==> src/rtl/scl_timing_pkg.sv <==
package scl_timing_pkg;

    typedef enum logic [1:0] {
        PH_IDLE = 2'd0,
        PH_HOLD = 2'd1,
        PH_LOW  = 2'd2,
        PH_HIGH = 2'd3
    } phase_e;

    localparam logic [1:0] SEL_LOWER_HALVES = 2'd0;
    localparam logic [1:0] SEL_UPPER_HALVES = 2'd1;
    localparam logic [1:0] SEL_START_HOLD   = 2'd2;

endpackage

==> src/rtl/scl_div_regs.sv <==
module scl_div_regs
    import scl_timing_pkg::*;
#(
    parameter int CNT_W = 32,
    parameter logic [CNT_W-1:0] HI_RST = '0,
    parameter logic [CNT_W-1:0] LO_RST = '0,
    parameter logic [CNT_W-1:0] HOLD_RST = '0
) (
    input  logic             clk,
    input  logic             rst_n,
    input  logic             wr_en,
    input  logic [1:0]       wr_sel,
    input  logic [CNT_W-1:0] wr_data,
    output logic [CNT_W-1:0] hi_cnt,
    output logic [CNT_W-1:0] lo_cnt,
    output logic [CNT_W-1:0] hold_cnt
);
    localparam int HALF = CNT_W / 2;

    typedef struct packed {
        logic [CNT_W-1:0] hi;
        logic [CNT_W-1:0] lo;
        logic [CNT_W-1:0] hold;
    } regs_t;

    regs_t r_d, r_q;

    always_comb begin
        r_d = r_q;
        if (wr_en) begin
            unique case (wr_sel)
                SEL_LOWER_HALVES: begin
                    r_d.hi[HALF-1:0] = wr_data[CNT_W-1:HALF];
                    r_d.lo[HALF-1:0] = wr_data[HALF-1:0];
                end
                SEL_UPPER_HALVES: begin
                    r_d.hi[CNT_W-1:HALF] = wr_data[CNT_W-1:HALF];
                    r_d.lo[CNT_W-1:HALF] = wr_data[HALF-1:0];
                end
                SEL_START_HOLD: r_d.hold = wr_data;
                default: ;
            endcase
        end
    end

    always_ff @(posedge clk or negedge rst_n) begin
        if (!rst_n) begin
            r_q.hi   <= HI_RST;
            r_q.lo   <= LO_RST;
            r_q.hold <= HOLD_RST;
        end else begin
            r_q <= r_d;
        end
    end

    assign hi_cnt   = r_q.hi;
    assign lo_cnt   = r_q.lo;
    assign hold_cnt = r_q.hold;

    a_r2_lower_halves: assert property (@(posedge clk) disable iff (!rst_n)
        (wr_en && wr_sel == SEL_LOWER_HALVES) |=>
            (hi_cnt[HALF-1:0] == $past(wr_data[CNT_W-1:HALF]) &&
             lo_cnt[HALF-1:0] == $past(wr_data[HALF-1:0])))
        else $error("R2 lower halves not loaded");

    a_r3_unused_select: assert property (@(posedge clk) disable iff (!rst_n)
        (wr_en && wr_sel == 2'd3) |=>
            ($stable(hi_cnt) && $stable(lo_cnt) && $stable(hold_cnt)))
        else $error("R3 unused select changed a count");

endmodule

==> src/rtl/scl_phase_ctr.sv <==
module scl_phase_ctr #(
    parameter int CNT_W = 32
) (
    input  logic             clk,
    input  logic             rst_n,
    input  logic             load,
    input  logic [CNT_W-1:0] load_len,
    output logic             first,
    output logic             mid,
    output logic             last
);
    typedef struct packed {
        logic [CNT_W-1:0] len;
        logic [CNT_W-1:0] cnt;
    } ctr_t;

    ctr_t c_d, c_q;

    always_comb begin
        c_d = c_q;
        if (load) begin
            c_d.len = (load_len == '0) ? CNT_W'(1) : load_len;
            c_d.cnt = '0;
        end else if (!last) begin
            c_d.cnt = c_q.cnt + CNT_W'(1);
        end
    end

    always_ff @(posedge clk or negedge rst_n) begin
        if (!rst_n) begin
            c_q.len <= CNT_W'(1);
            c_q.cnt <= '0;
        end else begin
            c_q <= c_d;
        end
    end

    assign first = (c_q.cnt == '0);
    assign mid   = (c_q.cnt == (c_q.len >> 1));
    assign last  = (c_q.cnt == c_q.len - CNT_W'(1));

    a_r9_len_nonzero: assert property (@(posedge clk) disable iff (!rst_n)
        c_q.len != '0)
        else $error("R9 zero phase length latched");

    a_r10_len_held: assert property (@(posedge clk) disable iff (!rst_n)
        !load |=> $stable(c_q.len))
        else $error("R10 phase length changed mid-phase");

    a_r6_cnt_in_range: assert property (@(posedge clk) disable iff (!rst_n)
        c_q.cnt < c_q.len)
        else $error("R6 phase counter overran its length");

endmodule

==> src/rtl/scl_timing_gen.sv <==
module scl_timing_gen
    import scl_timing_pkg::*;
#(
    parameter int SRC_HZ = 26_000_000,
    parameter int SCL_HZ = 100_000,
    parameter int CNT_W  = 32
) (
    input  logic        clk,
    input  logic        rst_n,
    input  logic        cfg_we,
    input  logic [1:0]  cfg_sel,
    input  logic [31:0] cfg_wdata,
    input  logic        start_req,
    input  logic        stop_req,
    output logic        scl_o,
    output logic        sda_hold_o,
    output logic        sda_change_o,
    output logic        sda_sample_o
);
    localparam int PRESCALE = SRC_HZ / (4 * SCL_HZ) - 1;
    localparam int HI_DEF   = (PRESCALE * 4) / 5;
    localparam int LO_DEF   = (PRESCALE * 6) / 5;
    localparam int HOLD_DEF = (SCL_HZ >= 400_000) ? (6 * (SRC_HZ / 100)) / 100_000
                                                  : (4 * (SRC_HZ / 100)) / 10_000;

    logic [CNT_W-1:0] hi_cnt, lo_cnt, hold_cnt;
    logic             ph_first, ph_mid, ph_last;
    logic             ld;
    logic [CNT_W-1:0] ld_len;

    typedef struct packed {
        phase_e phase;
    } fsm_t;

    fsm_t st_d, st_q;

    scl_div_regs #(
        .CNT_W   (CNT_W),
        .HI_RST  (CNT_W'(HI_DEF)),
        .LO_RST  (CNT_W'(LO_DEF)),
        .HOLD_RST(CNT_W'(HOLD_DEF))
    ) u_regs (
        .clk     (clk),
        .rst_n   (rst_n),
        .wr_en   (cfg_we),
        .wr_sel  (cfg_sel),
        .wr_data (cfg_wdata[CNT_W-1:0]),
        .hi_cnt  (hi_cnt),
        .lo_cnt  (lo_cnt),
        .hold_cnt(hold_cnt)
    );

    scl_phase_ctr #(.CNT_W(CNT_W)) u_ctr (
        .clk     (clk),
        .rst_n   (rst_n),
        .load    (ld),
        .load_len(ld_len),
        .first   (ph_first),
        .mid     (ph_mid),
        .last    (ph_last)
    );

    always_comb begin
        st_d   = st_q;
        ld     = 1'b0;
        ld_len = lo_cnt;
        unique case (st_q.phase)
            PH_IDLE: if (start_req) begin
                st_d.phase = PH_HOLD;
                ld         = 1'b1;
                ld_len     = hold_cnt;
            end
            PH_HOLD: if (ph_last) begin
                st_d.phase = PH_LOW;
                ld         = 1'b1;
                ld_len     = lo_cnt;
            end
            PH_LOW: if (ph_last) begin
                st_d.phase = PH_HIGH;
                ld         = 1'b1;
                ld_len     = hi_cnt;
            end
            PH_HIGH: if (ph_last) begin
                if (stop_req) begin
                    st_d.phase = PH_IDLE;
                end else begin
                    st_d.phase = PH_LOW;
                    ld         = 1'b1;
                    ld_len     = lo_cnt;
                end
            end
            default: st_d.phase = PH_IDLE;
        endcase
    end

    always_ff @(posedge clk or negedge rst_n) begin
        if (!rst_n) st_q.phase <= PH_IDLE;
        else        st_q <= st_d;
    end

    assign scl_o        = (st_q.phase != PH_LOW);
    assign sda_hold_o   = (st_q.phase == PH_HOLD);
    assign sda_change_o = (st_q.phase == PH_LOW) && ph_first;
    assign sda_sample_o = (st_q.phase == PH_HIGH) && ph_mid;

    a_r8_idle_needs_start: assert property (@(posedge clk) disable iff (!rst_n)
        (st_q.phase == PH_IDLE && !start_req) |=> st_q.phase == PH_IDLE)
        else $error("R8 left idle without start");

    a_r7_continue_without_stop: assert property (@(posedge clk) disable iff (!rst_n)
        (st_q.phase == PH_HIGH && ph_last && !stop_req) |=> !scl_o)
        else $error("R7 no low phase after high without stop");

    a_r5_change_at_fall: assert property (@(posedge clk) disable iff (!rst_n)
        $fell(scl_o) |-> sda_change_o)
        else $error("R5 SDA change strobe missing at SCL fall");

    a_r6_sample_while_high: assert property (@(posedge clk) disable iff (!rst_n)
        sda_sample_o |-> (scl_o && !sda_hold_o))
        else $error("R6 sample strobe outside high phase");

endmodule

==> config.mk <==
export PLATFORM = sky130hd
export DESIGN_NAME = scl_timing_gen
export DESIGN_NICKNAME = d
export VERILOG_FILES = /design/src/rtl/scl_timing_pkg.sv /design/src/rtl/scl_div_regs.sv /design/src/rtl/scl_phase_ctr.sv /design/src/rtl/scl_timing_gen.sv
export SDC_FILE = /design/constraint.sdc
export NUM_CORES = 1
export LEC_CHECK = 0
export BUFFER_PORTS_ARGS = -buffer_cell sky130_fd_sc_hd__buf_4
export CAP_MARGIN = 10
export CORE_AREA = 2 2 154 156
export CTS_CLUSTER_SIZE = 24
export DETAILED_ROUTE_END_ITERATION = 16
export DIE_AREA = 0 0 156 158
export PLACE_DENSITY_LB_ADDON = 0.1
export SKIP_CTS_REPAIR_TIMING = 1
export SYNTH_ARGS = -nofsm -noshare
export SYNTH_HDL_FRONTEND = slang
export SYNTH_SLANG_ARGS = --single-unit
export TNS_END_PERCENT = 5
==> constraint.sdc <==
create_clock -name clk -period 4.07 [get_ports clk]
set_clock_uncertainty 0.15 [all_clocks]
set_input_delay 0.2035 -clock clk [delete_from_list [all_inputs] [get_ports clk]]
set_output_delay 0.2035 -clock clk [all_outputs]
set_load 0.02 [all_outputs]
# Yosys cells after proc, flatten, opt, wreduce, memory -nomap -nowiden
# Index checks and enable logic that the tools add are counted.
dict set report totals {
  out_inout_bits 4
  in_bits 39
  register_bits 162
  elab_cells 52
}
dict set report op_classes {
  n_reduce_logical 12
  eq_ne 13
  n_addsub 2
  muxes 17
}
# op count
set ops {}
lappend ops {{2-to-1 mux 32 bit} 5}
lappend ops {{one-hot mux 32 bit (3 select lines)} 1}
lappend ops {{zero test 32 bit} 2}
lappend ops {{adder 32 x 1 -> 32 bit (second input constant)} 1}
lappend ops {{equality test 32 x 31 -> 1 bit} 1}
lappend ops {{equality test 32 bit} 1}
lappend ops {{subtractor 32 x 1 -> 32 bit (second input constant)} 1}
lappend ops {{2-to-1 mux 2 bit} 5}
lappend ops {{!= test 2 bit (second input constant)} 4}
lappend ops {{one-hot mux 2 bit (4 select lines)} 1}
lappend ops {{equality test 2 bit (second input constant)} 3}
lappend ops {{AND reduction 2 bit} 3}
lappend ops {{equality test 2 x 1 -> 1 bit (second input constant)} 2}
lappend ops {{zero test 2 bit} 2}
lappend ops {{2-to-1 mux 1 bit} 4}
lappend ops {{!= test 2 x 1 -> 1 bit (second input constant)} 2}
lappend ops {{AND reduction 4 bit} 1}
lappend ops {{OR reduction 2 bit} 2}
lappend ops {{one-hot mux 1 bit (3 select lines)} 1}
lappend ops {{logical AND 1 bit} 2}

# Longest topological paths before layout
dict set report depth {
  depth_word 6
  depth_mapped 17
  mapped_depth_nobuf 14
}

# Hierarchy
# A second synthesis with hierarchy kept.
dict set report hier_totals {
  hier_cells 934
  hier_area_um2 9691.8
}
# mod seq_area_each_um2 cells_each area_per_inst_um2 n_inst
set by_module_without_submodules {}
lappend by_module_without_submodules {scl_phase_ctr 1602.8 519 4752.1 1}
lappend by_module_without_submodules {scl_div_regs 2414.8 204 3638.5 1}
lappend by_module_without_submodules {scl_timing_gen 50.0 211 1301.2 1}

# Least setup slack after synthesis
# OpenSTA, ideal clock, no wires.
dict set report synth_path {
  kind {flip-flop to flip-flop}
  from {register u_ctr.c_q[33] (netlist name)}
  to {register u_ctr.c_q[32] (netlist name)}
  required_ps 3831
  setup_time_ps 89
  t_arrival_ps 4076
  n_path_buf 2
  path_stages_with_launch 17
  path_slack_ps -246
  synth_period_minus_slack_ps 4316
  cell_sequence {dfrtp_1 > inv_1 > ha_1 > nor4b_2 > nand4_2 > o21a_1 > or4_4 > o211ai_2 > nor4bb_4 > and3_1 > buf_6 > buf_8 > mux2_1 > a22oi_1 > nand4_1 > o41a_1 > o32ai_2}
}
dict set report synth_via {
  elab_chain_cells 6
  elab_cells_between_ends 9
  cone_classes {1 x add/sub; 1 x eq/ne; 6 x mux; 1 x reduce/logical}
}
# element line_no
set synth_rtl {}
lappend synth_rtl {{start, declared} scl_phase_ctr.sv:17} ;# ctr_t c_d, c_q;
lappend synth_rtl {{subtractor 32 x 1 -> 32 bit (*)} scl_phase_ctr.sv:40} ;# assign last = (c_q.cnt == c_q.len - CNT_W'(1));
lappend synth_rtl {{equality test 32 bit (*)} scl_phase_ctr.sv:40}
lappend synth_rtl {{2-to-1 mux 32 bit} scl_timing_gen.sv:78} ;# PH_LOW: if (ph_last) begin
lappend synth_rtl {{one-hot mux 32 bit (3 select lines)} scl_timing_gen.sv:67} ;# unique case (st_q.phase)
lappend synth_rtl {{zero test 32 bit} scl_phase_ctr.sv:22} ;# c_d.len = (load_len == '0) ? CNT_W'(1) : load_len;
lappend synth_rtl {{2-to-1 mux 32 bit} scl_phase_ctr.sv:22}
# Every way passes the cells marked *; elsewhere a longest branch is shown, timed or not.
# A chain may end at the register's enable or synchronous reset.

# Worst setup path in the final report
# Ends and elaborated chain as after synthesis.

==> metrics.yaml <==
place:
  dpl-instance-area_sq_mm: 0.01164
  numPortBuffers: 42
  dp_hpwl_um: 22020
  place_congestion: 0.9259
logic_synthesis:
  synthAdderAreaFrac_pct: 0.9862
  synth_xor_area_share_pct: 8.543
  synth-main-ff-cell: "dfrtp_1"
  synth_top_family_by_area: "simple AND/OR/NAND/NOR gates"
  synth-simple-area-share_pct: 19.96
  syn_nets: 1081
  synthMuxAreaShare_pct: 16.21
  yosys_register_bits: 162
  synth-compound-area-share_pct: 9.504
  async_flop_share_pct: 100.0
  syn-instance-count: 1034
  synth_area_sq_mm: 0.01015
  yosysUniqueCellTypes: 80
  seq_area_frac_synth_pct: 40.08
  syn_avg_cell_area_sq_um: 9.816
  ys_warn_count: 0
  synth_edf_count: 0
setup_path:
  critPathRequiredTime_ns: 4.27
  max_stage_delay_ns: 0.51
  cp_slowest_cell: "or4_4"
  path_cells: "inv_2, ha_4, nor4b_4, buf_4, nand4_2, o21a_1, or4_4, o211ai_2, or3b_4, nor3_4, buf_12, buf_8, mux2i_1, o22ai_2, nor4_4, nand4_1, o32ai_2"
  worst_setup_path_end_kind: "register"
  crit_arrival_ns: 4.50
  startpoint_type: "register"
  crit_fanout: 9
  path_class: "register to register"
die:
  die_area_sq_mm: 0.02465
  core-area_sq_mm: 0.02305
  ios: 43
  start_util_pct: 44.03
  num_rows: 56
  die_w_um: 156
  floorplan.die.height_um: 158
power_and_ir_drop:
  max-vdd-ir-drop_mv: 0.2834
  combPwrFrac_pct: 15.6
  powerDensity_mw_per_mm2: 331.1
  switching_share_pct: 29.05
  seqPwrFrac_pct: 46.1
  total_power_uw: 4234
  power.static_leakage_uw: 0.005771
  switchingPower_uw: 1230
  intPower_uw: 3004
  power_frac_clock_pct: 38.3
flow_run:
  maxCapViolations: 0
routing:
  routed_wirelength_um: 30500
  vias: 8410
  route.detailed.drc: 0
  routedWlPerCell_um: 20.48
  dr.pass1.iters: 5
  drtIter0Drc: 421
  ant_nets: 0
  via_per_inst: 5.648
timing:
  hold_ws_ns: 0.07402
  hold_viol: 0
  fin_crit_ns: 4.300
  fin_ws_ns: -0.2301
  rsz0062_at_grt: "yes"
  max_freq_mhz: 232.6
  slew-limit-headroom_pct: 37.83
  finalSetupViolCount: 1
  tightest_slew_ns: 0.9325
  slew_viol_final: 0
  min_period_over_period_pct: 105.7
clock_tree:
  cts_max_level: 4
  cts_root_buffer: "clkbuf_16"
  clk_latency_ns: 0.43
  clock_sinks: 162
  cts_tree: "yes"
  clkTransAtPathRegs_ns: 0.07
  cts_buffer_depth: 2
  cts_buffers: 17
cells_and_area:
  fin_area_sq_mm: 0.01278
  num_antenna_cells: 0
  nets: 1233
  fill_cells: 2071
  area_delta_synth_final_pct: 25.96
  drive_gt1_share_pct: 33.36
hold_path:
  hp-class: "primary input to register"
status:
  outcome: "finished, violations left"
  violations: "negative setup slack"
global_routing:
  grt_first_pass_wirelength_um: 47040
  grt_overflow: 0
  antenna_found_initial: 0
  grt_max_degree: 100
  grt_pass1_vias: 8160
  grt.total_usage_pct: 25.02
-- layout by cell type (no fill, tap or decap), types with 5 or more instances in the layout --
master         instances
nand4_1               19
nand2_1               76
inv_1                 14
inv_8                  7
ha_1                   6
nand2b_1               6
mux2i_1               44
nor2_1                85
nor3_1                20
xor2_1                48
dlygate4sd3_1         33
buf_4                176
nand3b_1               8
xnor2_1               50
nor4_1                21
nor2b_1                6
o21ai_0               17
and3_1                17
or3_1                  8
o21ai_1               12
clkbuf_16             19
nand3_1               38
nor4_4                 5
buf_12                 7
a21o_1                10
dfrtp_1              150
a21oi_1               45
mux2_2               105
dfstp_2               11
nand4b_1               7
-- power by group through the flow --
stage	logic, uW	clock network [uW]	registers [uW]
floorplan	386	0	1920
global placement	609	0	1970
detailed placement	619	0	1980
CTS	624	1650	1950
global route	720	1720	1970
finish	662	1620	1950
-- synthesized netlist by cell type, drive strengths merged (3+ instances only) --
master / n / area share [%]
a211o: 4 / 0.37
a211oi: 8 / 0.69
a21o: 10 / 0.74
a21oi: 47 / 2.4
a22oi: 3 / 0.22
a311oi: 4 / 0.35
a31oi: 3 / 0.18
a32oi: 3 / 0.26
and2: 4 / 0.25
and3: 19 / 1.2
and4: 3 / 0.26
buf: 27 / 1.8
clkbuf: 63 / 2.4
dfrtp: 151 / 37
dfstp: 11 / 2.8
ha: 8 / 0.99
inv: 16 / 0.59
mux2: 107 / 12
mux2i: 44 / 4.3
nand2: 77 / 2.8
nand2b: 6 / 0.37
nand3: 41 / 2.2
nand3b: 8 / 0.59
nand4: 21 / 1.4
nand4b: 7 / 0.60
nor2: 87 / 3.2
nor2b: 6 / 0.37
nor3: 26 / 1.5
nor3b: 5 / 0.37
nor4: 28 / 2.3
nor4b: 4 / 0.47
o211ai: 4 / 0.35
o21ai: 30 / 1.5
o22ai: 5 / 0.31
o31ai: 4 / 0.43
or3: 9 / 0.55
or4: 6 / 0.55
xnor2: 51 / 4.4
xor2: 48 / 4.1
-- cell families after synthesis --
family,after synthesis
buffers and inverters,106
adders and majority gates,8
and+or+nand+nor,365
muxes,151
AOI/OAI and AO/OA,143
xor gates and xnor gates,99
DFF,162
-- through the flow --
step	TNS [ns]	cells	util, %	setup slack, ns
global placement	-1.072	1420	50.48	-0.4606
global route	-0.7287	1489	55.46	-0.3735
detailed placement	-1.474	1420	50.48	-0.4461
floorplan	-0.07081	1034	-	-0.07081
finish	-0.2301	1489	55.46	-0.2301
CTS	-1.875	1452	53.02	-0.4872
-- state kept, by name, indices dropped and copies added, names as in the netlist --
| register | flops |
|---|---|
| u_regs.hold_cnt | 32 |
| u_ctr.c_q | 64 |
| u_regs.lo_cnt | 32 |
| u_regs.hi_cnt | 32 |
| st_q | 2 |
-- worst paths after layout --
| path | start | end | slack, ns | cells after the start |
|---|---|---|---|---|
| max in group asynchronous | rst_n | u_regs.hi_cnt[0]$_DFFE_PN1P_ | 2.55 | 3 |
| worst min-delay path | stop_req | st_q[1]$_DFFE_PN0P_ | 0.07 | 4 |
| worst max-delay path | u_ctr.c_q[33]$_DFFE_PN0N_ | u_ctr.c_q[32]$_DFFE_PN1N_ | -0.23 | 17 |
| min in group asynchronous | rst_n | u_ctr.c_q[26]$_DFFE_PN0P_ | 0.31 | 2 |
| worst max register to register | u_ctr.c_q[33]$_DFFE_PN0N_ | u_ctr.c_q[32]$_DFFE_PN1N_ | -0.23 | 17 |
| worst min register to register | u_regs.hi_cnt[2]$_DFFE_PN0P_ | u_regs.hi_cnt[2]$_DFFE_PN0P_ | 0.36 | 1 |
-- routing by layer --
| metal | vias to the layer above | wire length, um | track usage [%] |
|---|---|---|---|
| li1 | 4002 | - | - |
| met1 | 4153 | 14180 | 33.96 |
| met2 | 208 | 14470 | 41.13 |
| met3 | 47 | 1065 | 3.613 |
| met4 | 0 | 784 | 8.519 |
| met5 | - | 0 | 0 |
-- critical path, delay by kind of cell (launching register included) --
kind / cells / cell delay (ns)
flip-flops: 1 / 0.41
multiplexers: 1 / 0.22
AND/OR/NAND/NOR: 7 / 1.99
AO/OA/AOI/OAI: 4 / 0.77
adder cells (fa/ha/maj): 1 / 0.14
buffers and inverters: 4 / 0.53
-- cell type report --
type | instances | area (sq um) | share of cell area (%)
clock buffer | 18 | 429.2 | 3.357
sequential | 162 | 4069 | 31.83
tap | 290 | 362.8 | 2.838
clock inverter | 14 | 155.1 | 1.214
multi-input combinational | 766 | 5807 | 45.42
inverter | 16 | 60.06 | 0.4698
timing repair buffer | 223 | 1902 | 14.88
Power figures use the tool's default switching activity.
